==> src/rtl/adc_host_pkg.sv <==
// Package: shared types and constants for the serial ADC host sequencer.
// Assumes: a 12-bit converter taking an 8-bit command, 24 clocks per frame.
package adc_host_pkg;

    localparam int CTRL_BITS    = 8;
    localparam int RES_BITS     = 12;
    localparam int READ_PULSES  = 16;
    localparam int FRAME_PULSES = CTRL_BITS + READ_PULSES;

    typedef enum logic [2:0] {
        SEQ_IDLE,
        SEQ_CTRL,
        SEQ_CONV,
        SEQ_READ,
        SEQ_DONE
    } seq_state_t;

    typedef struct packed {
        logic       start;
        logic [2:0] chan;
        logic       unipolar;
        logic       single;
        logic [1:0] pd;
    } ctrl_byte_t;

    // Build the command word; the leading bit is always set.
    function automatic logic [CTRL_BITS-1:0] pack_ctrl(
        input logic [2:0] chan,
        input logic       unipolar,
        input logic       single,
        input logic [1:0] pd
    );
        ctrl_byte_t c;
        c.start    = 1'b1;
        c.chan     = chan;
        c.unipolar = unipolar;
        c.single   = single;
        c.pd       = pd;
        return c;
    endfunction

endpackage

==> src/rtl/adc_sclk_gen.sv <==
// Module: serial clock generator.
// Produces a square clock of 2*DIV_HALF system cycles while run is high,
// and flags the system edge at which the serial clock rises or falls.
// Assumes: DIV_HALF >= 2; the clock is forced low whenever run is low.
module adc_sclk_gen #(
    parameter int DIV_HALF = 40
) (
    input  logic clk,
    input  logic rst_n,
    input  logic run,
    output logic sclk,
    output logic rise_evt,
    output logic fall_evt
);

    localparam int CW = (DIV_HALF > 1) ? $clog2(DIV_HALF) : 1;

    logic [CW-1:0] cnt_q;
    logic          sclk_q;
    logic          wrap;

    // Half-period boundary detection and edge events.
    always_comb begin
        wrap     = run && (cnt_q == CW'(DIV_HALF - 1));
        rise_evt = wrap && !sclk_q;
        fall_evt = wrap && sclk_q;
    end

    // Half-period counter and clock toggle.
    always_ff @(posedge clk) begin
        if (!rst_n || !run) begin
            cnt_q  <= '0;
            sclk_q <= 1'b0;
        end else if (wrap) begin
            cnt_q  <= '0;
            sclk_q <= !sclk_q;
        end else begin
            cnt_q  <= cnt_q + 1'b1;
        end
    end

    assign sclk = sclk_q;

endmodule

==> src/rtl/adc_strb_sync.sv <==
// Module: synchronizer for the converter's busy/done strobe.
// Assumes: the strobe idles high (done); flops reset to that level.
module adc_strb_sync #(
    parameter int STAGES = 2
) (
    input  logic clk,
    input  logic rst_n,
    input  logic strb_async,
    output logic strb_sync
);

    logic [STAGES-1:0] chain_q;

    generate
        if (STAGES == 1) begin : g_single
            // Single-stage capture.
            always_ff @(posedge clk) begin
                if (!rst_n) chain_q <= '1;
                else        chain_q <= strb_async;
            end
        end else begin : g_multi
            // Shift the strobe through the flop chain.
            always_ff @(posedge clk) begin
                if (!rst_n) chain_q <= '1;
                else        chain_q <= {chain_q[STAGES-2:0], strb_async};
            end
        end
    endgenerate

    assign strb_sync = chain_q[STAGES-1];

endmodule

==> src/rtl/adc_seq_fsm.sv <==
// Module: transaction sequencer.
// Sends the command, waits on the synchronized strobe with a timeout,
// then reads back the result on the serial clock events from the generator.
// Assumes: rise_evt/fall_evt mark the system edge at which sclk changes;
// DIN is updated on falls, DOUT sampled on rises.
module adc_seq_fsm
    import adc_host_pkg::*;
#(
    parameter int TMO_CYC = 2500
) (
    input  logic                clk,
    input  logic                rst_n,
    input  logic                req_valid,
    output logic                req_ready,
    input  logic [2:0]          req_chan,
    input  logic                req_unipolar,
    input  logic                req_single,
    input  logic [1:0]          req_pd,
    input  logic                rise_evt,
    input  logic                fall_evt,
    input  logic                strb_s,
    input  logic                adc_dout,
    output logic                sclk_run,
    output logic                adc_cs_n,
    output logic                adc_din,
    output logic                res_valid,
    output logic [RES_BITS-1:0] res_data,
    output logic                res_timeout
);

    localparam int ECW = $clog2(READ_PULSES + 1);
    localparam int TW  = $clog2(TMO_CYC + 1);

    seq_state_t            state;
    logic [CTRL_BITS-1:0]  tx_q;
    logic [CTRL_BITS-1:0]  ctrl_w;
    logic [ECW-1:0]        edge_cnt;
    logic [RES_BITS-1:0]   rx_q;
    logic [RES_BITS-1:0]   res_q;
    logic [TW-1:0]         tmo_cnt;
    logic                  seen_low;
    logic                  cs_n_q;
    logic                  din_q;
    logic                  valid_q;
    logic                  tmo_q;
    logic                  in_window;

    // Command word and readback sampling window.
    always_comb begin
        ctrl_w    = pack_ctrl(req_chan, req_unipolar, req_single, req_pd);
        in_window = (edge_cnt >= ECW'(1)) && (edge_cnt <= ECW'(RES_BITS));
    end

    // Main sequencing state machine.
    always_ff @(posedge clk) begin
        if (!rst_n) begin
            state    <= SEQ_IDLE;
            tx_q     <= '0;
            edge_cnt <= '0;
            rx_q     <= '0;
            res_q    <= '0;
            tmo_cnt  <= '0;
            seen_low <= 1'b0;
            cs_n_q   <= 1'b1;
            din_q    <= 1'b0;
            valid_q  <= 1'b0;
            tmo_q    <= 1'b0;
        end else begin
            valid_q <= 1'b0;
            unique case (state)
                SEQ_IDLE: begin
                    if (req_valid) begin
                        din_q    <= ctrl_w[CTRL_BITS-1];
                        tx_q     <= {ctrl_w[CTRL_BITS-2:0], 1'b0};
                        cs_n_q   <= 1'b0;
                        tmo_q    <= 1'b0;
                        edge_cnt <= '0;
                        state    <= SEQ_CTRL;
                    end
                end
                SEQ_CTRL: begin
                    if (rise_evt) edge_cnt <= edge_cnt + 1'b1;
                    if (fall_evt) begin
                        if (edge_cnt == ECW'(CTRL_BITS)) begin
                            din_q    <= 1'b0;
                            tmo_cnt  <= '0;
                            seen_low <= 1'b0;
                            state    <= SEQ_CONV;
                        end else begin
                            din_q <= tx_q[CTRL_BITS-1];
                            tx_q  <= {tx_q[CTRL_BITS-2:0], 1'b0};
                        end
                    end
                end
                SEQ_CONV: begin
                    tmo_cnt <= tmo_cnt + 1'b1;
                    if (!strb_s) seen_low <= 1'b1;
                    if (seen_low && strb_s) begin
                        edge_cnt <= '0;
                        state    <= SEQ_READ;
                    end else if (tmo_cnt == TW'(TMO_CYC - 1)) begin
                        tmo_q  <= 1'b1;
                        cs_n_q <= 1'b1;
                        state  <= SEQ_IDLE;
                    end
                end
                SEQ_READ: begin
                    if (rise_evt) begin
                        edge_cnt <= edge_cnt + 1'b1;
                        if (in_window) rx_q <= {rx_q[RES_BITS-2:0], adc_dout};
                    end
                    if (fall_evt && edge_cnt == ECW'(READ_PULSES)) begin
                        cs_n_q  <= 1'b1;
                        res_q   <= rx_q;
                        valid_q <= 1'b1;
                        state   <= SEQ_DONE;
                    end
                end
                SEQ_DONE: begin
                    state <= SEQ_IDLE;
                end
                default: state <= SEQ_IDLE;
            endcase
        end
    end

    assign req_ready   = (state == SEQ_IDLE);
    assign sclk_run    = (state == SEQ_CTRL) || (state == SEQ_READ);
    assign adc_cs_n    = cs_n_q;
    assign adc_din     = din_q;
    assign res_valid   = valid_q;
    assign res_data    = res_q;
    assign res_timeout = tmo_q;

endmodule

==> src/rtl/adc_host_ctrl.sv <==
// Module: top of the serial ADC host sequencer.
// Ties the clock generator, strobe synchronizer and sequencer together.
// Assumes: DIV_HALF >= 2, TMO_CYC covers the converter's longest busy time.
module adc_host_ctrl #(
    parameter int DIV_HALF    = 40,
    parameter int TMO_CYC     = 2500,
    parameter int SYNC_STAGES = 2
) (
    input  logic        clk,
    input  logic        rst_n,
    input  logic        req_valid,
    output logic        req_ready,
    input  logic [2:0]  req_chan,
    input  logic        req_unipolar,
    input  logic        req_single,
    input  logic [1:0]  req_pd,
    output logic        adc_cs_n,
    output logic        adc_sclk,
    output logic        adc_din,
    input  logic        adc_dout,
    input  logic        adc_sstrb,
    output logic        res_valid,
    output logic [11:0] res_data,
    output logic        res_timeout
);

    logic sclk_run;
    logic rise_evt;
    logic fall_evt;
    logic strb_s;

    adc_sclk_gen #(.DIV_HALF(DIV_HALF)) u_sclk (
        .clk      (clk),
        .rst_n    (rst_n),
        .run      (sclk_run),
        .sclk     (adc_sclk),
        .rise_evt (rise_evt),
        .fall_evt (fall_evt)
    );

    adc_strb_sync #(.STAGES(SYNC_STAGES)) u_sync (
        .clk        (clk),
        .rst_n      (rst_n),
        .strb_async (adc_sstrb),
        .strb_sync  (strb_s)
    );

    adc_seq_fsm #(.TMO_CYC(TMO_CYC)) u_fsm (
        .clk          (clk),
        .rst_n        (rst_n),
        .req_valid    (req_valid),
        .req_ready    (req_ready),
        .req_chan     (req_chan),
        .req_unipolar (req_unipolar),
        .req_single   (req_single),
        .req_pd       (req_pd),
        .rise_evt     (rise_evt),
        .fall_evt     (fall_evt),
        .strb_s       (strb_s),
        .adc_dout     (adc_dout),
        .sclk_run     (sclk_run),
        .adc_cs_n     (adc_cs_n),
        .adc_din      (adc_din),
        .res_valid    (res_valid),
        .res_data     (res_data),
        .res_timeout  (res_timeout)
    );

endmodule

==> config.mk <==
export PLATFORM = sky130hd
export DESIGN_NAME = adc_host_ctrl
export DESIGN_NICKNAME = d
export VERILOG_FILES = /design/src/rtl/adc_host_pkg.sv /design/src/rtl/adc_sclk_gen.sv /design/src/rtl/adc_strb_sync.sv /design/src/rtl/adc_seq_fsm.sv /design/src/rtl/adc_host_ctrl.sv
export SDC_FILE = /design/constraint.sdc
export NUM_CORES = 1
export LEC_CHECK = 0
export ABC_AREA = 1
export BUFFER_PORTS_ARGS = -buffer_cell sky130_fd_sc_hd__buf_2
export CORE_ASPECT_RATIO = 1.75
export CORE_UTILIZATION = 59
export CTS_BUF_LIST = sky130_fd_sc_hd__clkbuf_16
export DETAILED_ROUTE_END_ITERATION = 16
export PLACE_DENSITY = 0.86
export SYNTH_ARGS = -nofsm -noshare
export SYNTH_HDL_FRONTEND = slang
export SYNTH_SLANG_ARGS = --single-unit
==> constraint.sdc <==
create_clock -name clk -period 2.2 [get_ports clk]
set_clock_uncertainty 0.1 [all_clocks]
set_input_delay 0.33 -clock clk [delete_from_list [all_inputs] [get_ports clk]]
set_output_delay 0.33 -clock clk [all_outputs]
set_load 0.01 [all_outputs]
==> results.txt <==
final setup fails: 0
DRT Pass-1 Iters: 5
CTS Hold Bufs: 0
max frequency: 514 MHz
share of layout cells above drive strength 1: 0.135
Slew Limit Fails: 0
Most used DFF post-synth: dfxtp_1
met2 usage: 0.498
Overflow after GRT: 0
Seq/Total Area, Yosys: 0.405
met1 usage: 0.249
Synth top area share: 0.405
CP arrival: 2.12 ns
P&R area growth vs syn: 13.2%
drt drc: 0
total power per unit cell area: 1040 nW/um2
post-detail-place hpwl: 4880 um
P_leak: 0.00168 uW
Die Y: 99.6 um
CTS tree: built
Worst IR Drop VDD: 0.621 mV
clk sinks: 65
Synth area leaders: dfxtp_1, nand2_1, nor2_1
Syn Nets: 489
biggest area consumer among synthesized cells: dfxtp_1
gpl congestion: 0.862
max-capacitance violation count: 0
vias in the first global route: 2906
most instantiated library cell after synthesis: nand2_1
Post-DRT Antenna Nets: 0
clock buffer depth: 2
type of the worst setup path: register to register
# diodes: 0
Wirelength per Cell: 12.5 um
FF+latch area: 1300 um2
# rows: 35
Critical Path Fanout Max: 15
port bufs: 29
Ports: 30
Setup TNS: 0 ns
startpoint types: register
post-layout min period: 1.95 ns
cells after synthesis: 472
average size of a mapped cell: 6.81 um2
worst endpoint required time: 2.38 ns
HP Class: input pin to register
CTS clk-pin slew, worst paths: 0.06 ns
CTS Buf Count: 9
worst slew pin tran: 0.785 ns
area of the multi-input gates: 1610 um2
design area: 3640 um2
Vias/cell: 5.39
pre-CTS setup slack: 0.274 ns
clock root cell: clkbuf_16
number of synthesized flops with an enable pin: 0
Post-DP Area: 3340 um2
Synth top cells by count: nand2_1, nor2_1, dfxtp_1
die area: 5760 um2
CTS resizes: 0
largest net degree at the start of global routing: 39
initial antenna violation count: 0
Netlist cell types: 32
Tot Pwr: 3790 uW
H-Tree Depth: 3
RSZ-0062 raised after global routing: false
FILL cells: 456
width of the chip: 57.8 um
CORE AREA: 5260 um2
Detailed Route WL: 6960 um
clock latency on the worst-skew pair: 0.33 ns
drt initial violations: 193
starting density of the core: 0.611
FFs w/ async S/R, synth: 0
CP Capture Type: register
gr usage total: 0.262
Setup WS post-layout: 0.254 ns
# nets final: 515
Seq cells post-synth: 65
GR Util met3: 0.0650
max_slew headroom: 0.476
busiest grt layer: met2
Post-Syn Area: 3210 um2
vias: 3005
first-pass GRT wire length: 11800 um
Final Cycle Share: 0.885
outcome: completed
Ys Warns: 0
Post CTS Setup Buffer Count: 0
final hold vios: 0
## where the power goes
group          internal (uW)  switching [uW]  total, uW
logic                    320             641        960
clock network            888             554       1440
registers               1290            96.4       1390
## cells by family after synthesis
family / after synthesis / share of synthesized area
xor gates and xnor gates: 5 / 0.0136
buffers and inverters: 69 / 0.0950
and+or+nand+nor: 292 / 0.406
AOI/OAI and AO/OA: 36 / 0.0607
adders and majority gates: 5 / 0.0195
DFF: 65 / 0.405
## layout make-up
class,instances,share of cell area
flip-flops and latches,65,0.358
repair buffers,31,0.0440
clock buffers,9,0.0619
well taps,55,0.0189
multi-input cells,338,0.442
inverters,53,0.0547
clock inverters,7,0.0213
## cell usage in the layout (no fill, tap or decap), types with 3 or more instances in the layout
cell type / netlist / final
a21oi_1: 19 / 19
buf_2: 4 / 29
clkbuf_16: 0 / 9
dfxtp_1: 65 / 65
ha_1: 5 / 5
inv_1: 49 / 49
inv_6: 0 / 3
nand2_1: 136 / 136
nand2_2: 5 / 5
nand3_1: 38 / 38
nand3b_1: 3 / 3
nand4_1: 13 / 13
nor2_1: 75 / 75
nor2_4: 6 / 6
nor3_1: 6 / 6
o21ai_0: 11 / 11
o21bai_1: 4 / 4
xor2_1: 3 / 3
## sequential cells by signal, summed over array words and instances (netlist names)
name and count:
u_fsm.res_data 12, u_fsm.rx_q 12, u_fsm.tmo_cnt 12, u_fsm.tx_q 7, u_sclk.cnt_q 6, u_fsm.edge_cnt 5, u_fsm.state 3, u_sync.chain_q 2
u_fsm.adc_cs_n 1, u_fsm.adc_din 1, u_fsm.res_timeout 1, u_fsm.res_valid 1, u_fsm.seen_low 1, u_sclk.sclk 1
## worst paths after layout
path | start | to | slack [ns] | cells past startpoint
max | u_sclk.cnt_q[0] | u_fsm.res_data[9] | 0.25 | 9
min | adc_sstrb | u_sync.chain_q[0] | 0.09 | 2
max reg2reg | u_sclk.cnt_q[0] | u_fsm.res_data[9] | 0.25 | 9
min reg2reg | u_sync.chain_q[0] | u_sync.chain_q[1] | 0.32 | 1
## worst max-delay path: stages (launching register included)
cell	delay, ns
dfxtp_1	0.37
ha_1	0.21
nand2_1	0.08
inv_1	0.05
nand2_1	0.08
nor2_4	0.17
nand4_4	0.27
nor2_4	0.37
nand2_1	0.12
nand2_1	0.08
## layer usage
metal / wire (um) / vias to the layer above
met1: 2660 / 1382
met2: 3900 / 60
met3: 212 / 23
met5: 0 / -
met4: 197 / 0
li1: - / 1540
## metrics by stage
stage                     utilization  hold WS (ns)  std cells
final                           0.692        0.0920        558
after global routing            0.692         0.100        558
after CTS                       0.692        0.0941        558
after detailed placement        0.635         0.302        542
after global placement          0.635         0.299        542
after floorplan                     -         0.293        472
(Power assumes the default switching activity.)
